===== config.mk =====
export PLATFORM = sky130hd
export DESIGN_NAME = pio_seq_writer
export DESIGN_NICKNAME = d
export VERILOG_FILES = /design/src/rtl/pio_seq_pkg.sv /design/src/rtl/pio_commit_trig.sv /design/src/rtl/pio_delay_timer.sv /design/src/rtl/pio_pin_bank.sv /design/src/rtl/pio_seq_writer.sv
export SDC_FILE = /design/constraint.sdc
export NUM_CORES = 1
export LEC_CHECK = 0
export CORE_MARGIN = 10
export CORE_UTILIZATION = 25
export CTS_BUF_LIST = sky130_fd_sc_hd__clkbuf_4
export CTS_CLUSTER_SIZE = 10
export DETAILED_ROUTE_END_ITERATION = 10
export HOLD_SLACK_MARGIN = 0.12
export PLACE_DENSITY = 0.52
export SYNTH_ARGS = -nofsm -noshare
export SYNTH_HDL_FRONTEND = slang
export SYNTH_HIERARCHICAL = 1
export SYNTH_SLANG_ARGS = --single-unit

===== constraint.sdc =====
create_clock -name clk -period 9.1 [get_ports clk]
set_input_delay 0.91 -clock clk [delete_from_list [all_inputs] [get_ports clk]]
set_output_delay 0.91 -clock clk [all_outputs]
set_load 0.01 [all_outputs]

===== src/rtl/pio_seq_pkg.sv =====
package pio_seq_pkg;
  typedef enum logic [1:0] {
    SEQ_IDLE = 2'd0,
    SEQ_TRI  = 2'd1,
    SEQ_RAMP = 2'd2,
    SEQ_GAP  = 2'd3
  } seq_state_e;
endpackage


===== src/rtl/pio_commit_trig.sv =====
// Holds a received byte until the edge that applies it.
module pio_commit_trig #(
  parameter int BYTE_W = 8
) (
  input  logic              clk,
  input  logic              rst_n,
  input  logic              cs_n,
  input  logic              byte_rx,
  input  logic [BYTE_W-1:0] byte_data,
  input  logic              sck_fall,
  output logic              commit,
  output logic [BYTE_W-1:0] commit_data,
  output logic              cs_rise
);
  logic              pend_q, pend_d;
  logic [BYTE_W-1:0] data_q, data_d;
  logic              cs_q;

  always_comb begin
    cs_rise     = cs_n & ~cs_q;
    commit      = pend_q & (sck_fall | cs_rise);
    commit_data = data_q;
    pend_d      = pend_q;
    data_d      = data_q;
    if (commit) pend_d = 1'b0;
    if (byte_rx && !cs_n) begin
      pend_d = 1'b1;
      data_d = byte_data;
    end
  end

  always_ff @(posedge clk or negedge rst_n) begin
    if (!rst_n) begin
      pend_q <= 1'b0;
      data_q <= '0;
      cs_q   <= 1'b1;
    end else begin
      pend_q <= pend_d;
      cs_q   <= cs_n;
      if (byte_rx) data_q <= data_d;
    end
  end
endmodule


===== src/rtl/pio_delay_timer.sv =====
// Down counter: expired is high once the loaded interval has elapsed.
module pio_delay_timer #(
  parameter int CNT_W = 8
) (
  input  logic             clk,
  input  logic             rst_n,
  input  logic             load,
  input  logic [CNT_W-1:0] load_val,
  output logic             expired
);
  logic [CNT_W-1:0] cnt_q, cnt_d;

  always_comb begin
    cnt_d = cnt_q;
    if (load)             cnt_d = load_val - 1'b1;
    else if (cnt_q != '0) cnt_d = cnt_q - 1'b1;
    expired = (cnt_q == '0);
  end

  always_ff @(posedge clk or negedge rst_n) begin
    if (!rst_n) cnt_q <= '0;
    else        cnt_q <= cnt_d;
  end
endmodule


===== src/rtl/pio_pin_bank.sv =====
// Per-pin value and configuration state plus driver encoding.
module pio_pin_bank #(
  parameter int NPIO = 12
) (
  input  logic            clk,
  input  logic            rst_n,
  input  logic [NPIO-1:0] val_we,
  input  logic [NPIO-1:0] val_bits,
  input  logic [NPIO-1:0] cfg_ld,
  input  logic            follow_cfg,
  input  logic [NPIO-1:0] cfg_dir,
  input  logic [NPIO-1:0] cfg_od,
  input  logic [NPIO-1:0] tri_mask,
  output logic [NPIO-1:0] pio_out,
  output logic [NPIO-1:0] pio_oe
);
  for (genvar g = 0; g < NPIO; g++) begin : g_pin
    logic val_q, dir_q, od_q;
    logic dir_e, od_e;

    always_ff @(posedge clk or negedge rst_n) begin
      if (!rst_n) begin
        val_q <= 1'b0;
        dir_q <= 1'b0;
        od_q  <= 1'b0;
      end else begin
        if (val_we[g]) val_q <= val_bits[g];
        if (follow_cfg || cfg_ld[g]) begin
          dir_q <= cfg_dir[g];
          od_q  <= cfg_od[g];
        end
      end
    end

    always_comb begin
      dir_e      = follow_cfg ? cfg_dir[g] : dir_q;
      od_e       = follow_cfg ? cfg_od[g]  : od_q;
      pio_oe[g]  = dir_e & ~tri_mask[g] & (~od_e | ~val_q);
      pio_out[g] = ~od_e & val_q;
    end
  end
endmodule


===== src/rtl/pio_seq_writer.sv =====
module pio_seq_writer
  import pio_seq_pkg::*;
#(
  parameter int GRP_A_W  = 8,
  parameter int GRP_B_W  = 4,
  parameter int TRI_CYC  = 200,
  parameter int RAMP_CYC = 100,
  parameter int GAP_CYC  = 100
) (
  input  logic                            clk,
  input  logic                            rst_n,
  input  logic                            cs_n,
  input  logic                            wr_start,
  input  logic                            wr_grp_b,
  input  logic                            wr_enable,
  input  logic                            byte_rx,
  input  logic [GRP_A_W-1:0]              byte_data,
  input  logic                            sck_fall,
  input  logic                            hc_mode,
  input  logic [GRP_A_W+GRP_B_W-1:0]      cfg_dir,
  input  logic [GRP_A_W+GRP_B_W-1:0]      cfg_od,
  output logic [GRP_A_W+GRP_B_W-1:0]      pio_out,
  output logic [GRP_A_W+GRP_B_W-1:0]      pio_oe,
  output logic                            busy
);
  localparam int NPIO    = GRP_A_W + GRP_B_W;
  localparam int IDX_W   = $clog2(NPIO);
  localparam int MAX_TR  = (TRI_CYC > RAMP_CYC) ? TRI_CYC : RAMP_CYC;
  localparam int CNT_MAX = (MAX_TR > GAP_CYC) ? MAX_TR : GAP_CYC;
  localparam int CNT_W   = $clog2(CNT_MAX + 1);
  localparam logic [IDX_W-1:0] IDX_A_LAST  = IDX_W'(GRP_A_W - 1);
  localparam logic [IDX_W-1:0] IDX_B_FIRST = IDX_W'(GRP_A_W);
  localparam logic [IDX_W-1:0] IDX_LAST    = IDX_W'(NPIO - 1);
  localparam logic [NPIO-1:0]  MASK_A      = {{GRP_B_W{1'b0}}, {GRP_A_W{1'b1}}};
  localparam logic [NPIO-1:0]  MASK_B      = ~MASK_A;

  logic               commit, cs_rise;
  logic [GRP_A_W-1:0] commit_data;

  seq_state_e         st_q, st_d;
  logic [IDX_W-1:0]   idx_q, idx_d;
  logic [GRP_A_W-1:0] seq_byte_q, seq_byte_d;
  logic [GRP_A_W-1:0] hold_byte_q, hold_byte_d;
  logic               hold_v_q, hold_v_d;
  logic               txn_ok_q, txn_ok_d;
  logic               txn_b_q, txn_b_d;
  logic               cur_b_q, cur_b_d;
  logic [1:0]         taken_q, taken_d;

  logic               tmr_load, tmr_exp;
  logic [CNT_W-1:0]   tmr_val;

  logic               grp_b_now, acc_first, acc_more, acc_b, lc_take, hc_start;
  logic [NPIO-1:0]    lc_we, pin_ld, tri_mask, bank_bits;

  pio_commit_trig #(.BYTE_W(GRP_A_W)) i_trig (
    .clk(clk), .rst_n(rst_n), .cs_n(cs_n), .byte_rx(byte_rx),
    .byte_data(byte_data), .sck_fall(sck_fall), .commit(commit),
    .commit_data(commit_data), .cs_rise(cs_rise)
  );

  pio_delay_timer #(.CNT_W(CNT_W)) i_tmr (
    .clk(clk), .rst_n(rst_n), .load(tmr_load), .load_val(tmr_val),
    .expired(tmr_exp)
  );

  // Byte acceptance and write-group tracking
  always_comb begin
    busy      = (st_q != SEQ_IDLE);
    grp_b_now = (taken_q == 2'd0) ? txn_b_q : cur_b_q;
    acc_first = commit && txn_ok_q && (taken_q == 2'd0) && !busy;
    acc_more  = commit && txn_ok_q && !hc_mode && !busy && !txn_b_q &&
                (taken_q != 2'd0);
    lc_take   = !hc_mode && (acc_first || acc_more);
    hc_start  = hc_mode && acc_first;
    acc_b     = commit && txn_ok_q && busy && !txn_b_q &&
                (taken_q == 2'd1) && !hold_v_q && (idx_q <= IDX_A_LAST);
    lc_we     = lc_take ? (grp_b_now ? MASK_B : MASK_A) : '0;
  end

  // Next-state logic: write bookkeeping and pin sequencer
  always_comb begin
    txn_ok_d    = txn_ok_q;
    txn_b_d     = txn_b_q;
    cur_b_d     = cur_b_q;
    taken_d     = taken_q;
    hold_v_d    = hold_v_q;
    hold_byte_d = hold_byte_q;
    st_d        = st_q;
    idx_d       = idx_q;
    seq_byte_d  = seq_byte_q;
    tmr_load    = 1'b0;
    tmr_val     = CNT_W'(TRI_CYC);
    pin_ld      = '0;

    if (wr_start) begin
      txn_ok_d = wr_enable;
      txn_b_d  = wr_grp_b;
      cur_b_d  = wr_grp_b;
      taken_d  = 2'd0;
    end else begin
      if (lc_take) begin
        cur_b_d = ~grp_b_now;
        taken_d = 2'd1;
      end
      if (hc_start) taken_d = 2'd1;
      if (acc_b) begin
        taken_d     = 2'd2;
        hold_v_d    = 1'b1;
        hold_byte_d = commit_data;
      end
      if (cs_rise) txn_ok_d = 1'b0;
    end

    unique case (st_q)
      SEQ_IDLE: begin
        if (hc_start) begin
          st_d       = SEQ_TRI;
          idx_d      = txn_b_q ? IDX_B_FIRST : '0;
          seq_byte_d = commit_data;
          tmr_load   = 1'b1;
          tmr_val    = CNT_W'(TRI_CYC);
        end
      end
      SEQ_TRI: begin
        if (tmr_exp) begin
          pin_ld   = NPIO'(1) << idx_q;
          st_d     = SEQ_RAMP;
          tmr_load = 1'b1;
          tmr_val  = CNT_W'(RAMP_CYC);
        end
      end
      SEQ_RAMP: begin
        if (tmr_exp) begin
          if (idx_q == IDX_LAST) begin
            st_d     = SEQ_IDLE;
            hold_v_d = 1'b0;
          end else if (idx_q == IDX_A_LAST) begin
            if (hold_v_q || acc_b) begin
              st_d     = SEQ_GAP;
              tmr_load = 1'b1;
              tmr_val  = CNT_W'(GAP_CYC);
            end else begin
              st_d = SEQ_IDLE;
            end
          end else begin
            idx_d    = idx_q + 1'b1;
            st_d     = SEQ_TRI;
            tmr_load = 1'b1;
            tmr_val  = CNT_W'(TRI_CYC);
          end
        end
      end
      SEQ_GAP: begin
        if (tmr_exp) begin
          idx_d      = IDX_B_FIRST;
          seq_byte_d = hold_byte_q;
          hold_v_d   = 1'b0;
          st_d       = SEQ_TRI;
          tmr_load   = 1'b1;
          tmr_val    = CNT_W'(TRI_CYC);
        end
      end
      default: st_d = SEQ_IDLE;
    endcase
  end

  always_ff @(posedge clk or negedge rst_n) begin
    if (!rst_n) begin
      st_q        <= SEQ_IDLE;
      idx_q       <= '0;
      seq_byte_q  <= '0;
      hold_byte_q <= '0;
      hold_v_q    <= 1'b0;
      txn_ok_q    <= 1'b0;
      txn_b_q     <= 1'b0;
      cur_b_q     <= 1'b0;
      taken_q     <= 2'd0;
    end else begin
      st_q        <= st_d;
      idx_q       <= idx_d;
      seq_byte_q  <= seq_byte_d;
      hold_byte_q <= hold_byte_d;
      hold_v_q    <= hold_v_d;
      txn_ok_q    <= txn_ok_d;
      txn_b_q     <= txn_b_d;
      cur_b_q     <= cur_b_d;
      taken_q     <= taken_d;
    end
  end

  always_comb begin
    tri_mask  = (st_q == SEQ_TRI) ? (NPIO'(1) << idx_q) : '0;
    bank_bits = busy ? {seq_byte_q[GRP_B_W-1:0], seq_byte_q}
                     : {commit_data[GRP_B_W-1:0], commit_data};
  end

  pio_pin_bank #(.NPIO(NPIO)) i_bank (
    .clk(clk), .rst_n(rst_n), .val_we(lc_we | pin_ld), .val_bits(bank_bits),
    .cfg_ld(pin_ld), .follow_cfg(!hc_mode && !busy), .cfg_dir(cfg_dir),
    .cfg_od(cfg_od), .tri_mask(tri_mask), .pio_out(pio_out), .pio_oe(pio_oe)
  );
endmodule


==> flow_summary.json <==
{
  "criticalPathCategory": "reg2out",
  "grt_first_pass_wirelength_um": 19600,
  "fill_cells": 2025,
  "worstMarginPinSlew_ns": 1.07,
  "number_of_antenna_violations_at_the_first_check_in_global_routing": 1,
  "synthesis.yosys.warnings": 6,
  "final_antenna_net_count": 0,
  "floorplan.initialDensity_pct": 25.3,
  "synth_area_um2": 4890,
  "synthArstFlopShare_pct": 100,
  "cp_slowest_stage_delay_ns": 0.62,
  "row_count": 51,
  "dp.final_hpwl_um": 9040,
  "endpoint_kind": "output port",
  "cts_root_buffer": "sky130_fd_sc_hd__clkbuf_4",
  "fin_nets": 577,
  "grt_pass1_vias": 3717,
  "slew_headroom_pct": 28.5,
  "max_freq_mhz": 211,
  "path_common_cell": "sky130_fd_sc_hd__inv_1",
  "finalWeightedCongestion": 0.779,
  "core_area_um2": 19300,
  "tritoncts_clock_tree": "yes",
  "cp_cell_sequence": "inv_1 -> ha_1 -> inv_1 -> nor2_4 -> buf_4 -> mux2_2 -> a211oi_1 -> clkdlybuf4s50_1",
  "h-tree-depth": 3,
  "crit_path_start": "st_q[1]",
  "postSynthAreaPerCell_um2": 10.8,
  "timing.final.crit_period_ns": 4.73,
  "gr-usage-all-layers_pct": 9.46,
  "postSynthCellCount": 454,
  "finalSetupViolCount": 0,
  "die-height_um": 160,
  "worstSetupStartpointType": "flip-flop",
  "layout_overhead_on_the_synthesized_area_pct": 21.2,
  "clock_latency_ns": 0.47,
  "route.final.wire_length_um": 12000,
  "io_buffers": 65,
  "cpMaxStageDelayCell": "sky130_fd_sc_hd__clkdlybuf4s50_1",
  "finClkSkew_ns": 0.0214,
  "synth_edf_count": 0,
  "dieArea_um2": 25600,
  "critPathBufInv": 4,
  "cp_top_family": "buffers and inverters",
  "data_required_time_at_the_worst_endpoint_ns": 8.19,
  "p_per_cell_area_nw_per_um2": 263,
  "mostFrequentLayoutCells": "sky130_fd_sc_hd__dfrtp_1, sky130_fd_sc_hd__mux2_2, sky130_fd_sc_hd__clkdlybuf4s50_1, sky130_fd_sc_hd__nand2_1, sky130_fd_sc_hd__nor2_1",
  "share_of_post_route_cells_with_drive_strength_above_1_pct": 23.1,
  "synth_cell_type_count": 64,
  "cp_data_arrival_time_ns": 3.82,
  "ioPinCount": 66,
  "globalRoute.totalOverflow": 0,
  "synth.yosys.seq_area_share_pct": 42.0,
  "totalNegativeSetupSlack_ns": 0,
  "mostFrequentLayoutCell": "sky130_fd_sc_hd__dfrtp_1",
  "drcViolationCount": 0,
  "die_w_um": 160,
  "cts.clk_slew.worst_paths_ns": 0.15,
  "stdcell_count": 795,
  "ys_dominant_reg_cell": "sky130_fd_sc_hd__dfrtp_1",
  "hold_path.startpoint": "hold_byte_q[4]",
  "drt_pass1_iterations": 4,
  "holdCritPathClass": "reg2reg",
  "cts_hold_buf": 0,
  "leakage_uw": 0.00251,
  "number_of_register_bits_inferred_by_synthesis": 82,
  "initialDrtViolationCount": 168,
  "dp_cells": 778,
  "worst_r2r_startpoint": "st_q[0]",
  "max-clock-path-buffers": 2,
  "grt_start_max_net_pins": 83,
  "status": "complete, no violations",
  "wire_per_inst_um": 15.1,
  "cts_post_setup_buffers_inserted": 0,
  "vias": 3510,
  "max-vdd-ir-drop_uv": 117,
  "number_of_buffers_inserted_during_clock_tree_synthesis": 9,
  "cts_sinks": 82,
  "min_period_over_period_pct": 52.0,
  "final-max-slew-violation-count": 0,
  "cts_resized": 0,
  "post_drt_via_cell_ratio": 4.42,
  "number_of_max_cap_violations": 0,
  "critPathMaxFanout": 36,
  "timing_hold_violations_final": 0,
  "rsz0062_at_grt": "no"
}
==> layout make-up <==
cell class	instances	area, um2	share of cell area (%)
timing repair buffer	67	663	11.2
inverter	33	124	2.09
multi-input combinational	331	2630	44.3
tap	265	332	5.60
sequential	82	2050	34.7
antenna	1	2.50	0.0422
clock buffer	10	75.1	1.27
clock inverter	6	50.0	0.845
==> power breakdown <==
| group | total [uW] | internal (uW) | switching [uW] | leakage, uW |
|---|---|---|---|---|
| Combinational | 767 | 413 | 355 | 0.00144 |
| Clock | 202 | 61.9 | 140 | 0.0000636 |
| Sequential | 587 | 491 | 95.4 | 0.00101 |
| Total | 1560 | 966 | 590 | 0.00251 |
==> registers in the layout (all words and copies together) (netlist names) <==
signal              count
hold_byte_q             8
i_bank/g_pin.dir_q     12
cur_b_q                 1
hold_v_q                1
i_trig/pend_q           1
idx_q                   4
i_trig/commit_data      8
i_trig/cs_q             1
seq_byte_q              8
taken_q                 2
i_tmr/cnt_q             8
st_q                    2
i_bank/g_pin.od_q      12
i_bank/g_pin.val_q     12
txn_ok_q                1
txn_b_q                 1
==> Yosys cell counts (all sizes together), types with 2 or more instances <==
| cell | count | area, um2 |
|---|---|---|
| conb | 2 | 7.51 |
| clkbuf | 6 | 22.5 |
| mux2 | 77 | 916 |
| mux2i | 21 | 210 |
| a22oi | 2 | 28.8 |
| nor3 | 8 | 45.0 |
| nand3 | 6 | 42.5 |
| xnor2 | 4 | 35.0 |
| or4 | 3 | 30.0 |
| nand2b | 7 | 43.8 |
| nor2b | 3 | 18.8 |
| a22o | 3 | 26.3 |
| a21oi | 6 | 33.8 |
| nand3b | 3 | 22.5 |
| o21ai | 15 | 75.1 |
| nor2 | 46 | 199 |
| and2 | 5 | 31.3 |
| xor2 | 4 | 35.0 |
| a211oi | 14 | 135 |
| a21boi | 2 | 15.0 |
| nand4 | 2 | 12.5 |
| inv | 33 | 124 |
| o31ai | 2 | 15.0 |
| a211o | 2 | 18.8 |
| buf | 10 | 108 |
| a31oi | 3 | 18.8 |
| o22ai | 4 | 25.0 |
| o21a | 4 | 30.0 |
| dfrtp | 81 | 2030 |
| ha | 12 | 150 |
| nand2 | 44 | 165 |
| nor3b | 2 | 15.0 |
| and3 | 3 | 23.8 |
==> through the flow <==
step	total power, uW	cell area, um2	util [%]	hold WS, ns	setup WS [ns]
after detailed placement	1380	5800	30.0	0.492	4.74
after global placement	1350	5800	30.0	0.483	4.71
after global routing	1680	5920	30.6	0.538	4.05
final	1560	5920	30.6	0.522	4.37
after floorplan	1120	4920	-	0.475	5.83
after CTS	1590	5920	30.6	0.526	4.25
==> path summary, 6_finish.rpt <==
path / to / slack (ns) / cells after the start
max: pio_oe[3] / 4.37 / 8
min: hold_byte_q[4] / 0.52 / 1
max reg2reg: i_tmr/cnt_q[4] / 5.69 / 12
min reg2reg: hold_byte_q[4] / 0.52 / 1
max in group asynchronous: i_tmr/cnt_q[1] / 7.79 / 1
min in group asynchronous: i_trig/commit_data[0] / 0.63 / 1
==> routing by layer <==
metal | track usage [%] | wire [um]
met5 | 0 | 0
met4 | 2.75 | 193
met3 | 3.55 | 596
met2 | 15.8 | 5940
met1 | 11.1 | 5240
==> cells by family after synthesis <==
logic type,count (synthesis),share of synthesized area [%]
AOI/OAI and AO/OA,67,10.5
xor gates and xnor gates,8,1.43
adders and majority gates,12,3.07
buffers and inverters,49,5.19
DFF,82,42.0
muxes,98,23.0
other,2,0.154
and+or+nand+nor,136,14.6
No activity file was read; power rests on OpenSTA's default activity.
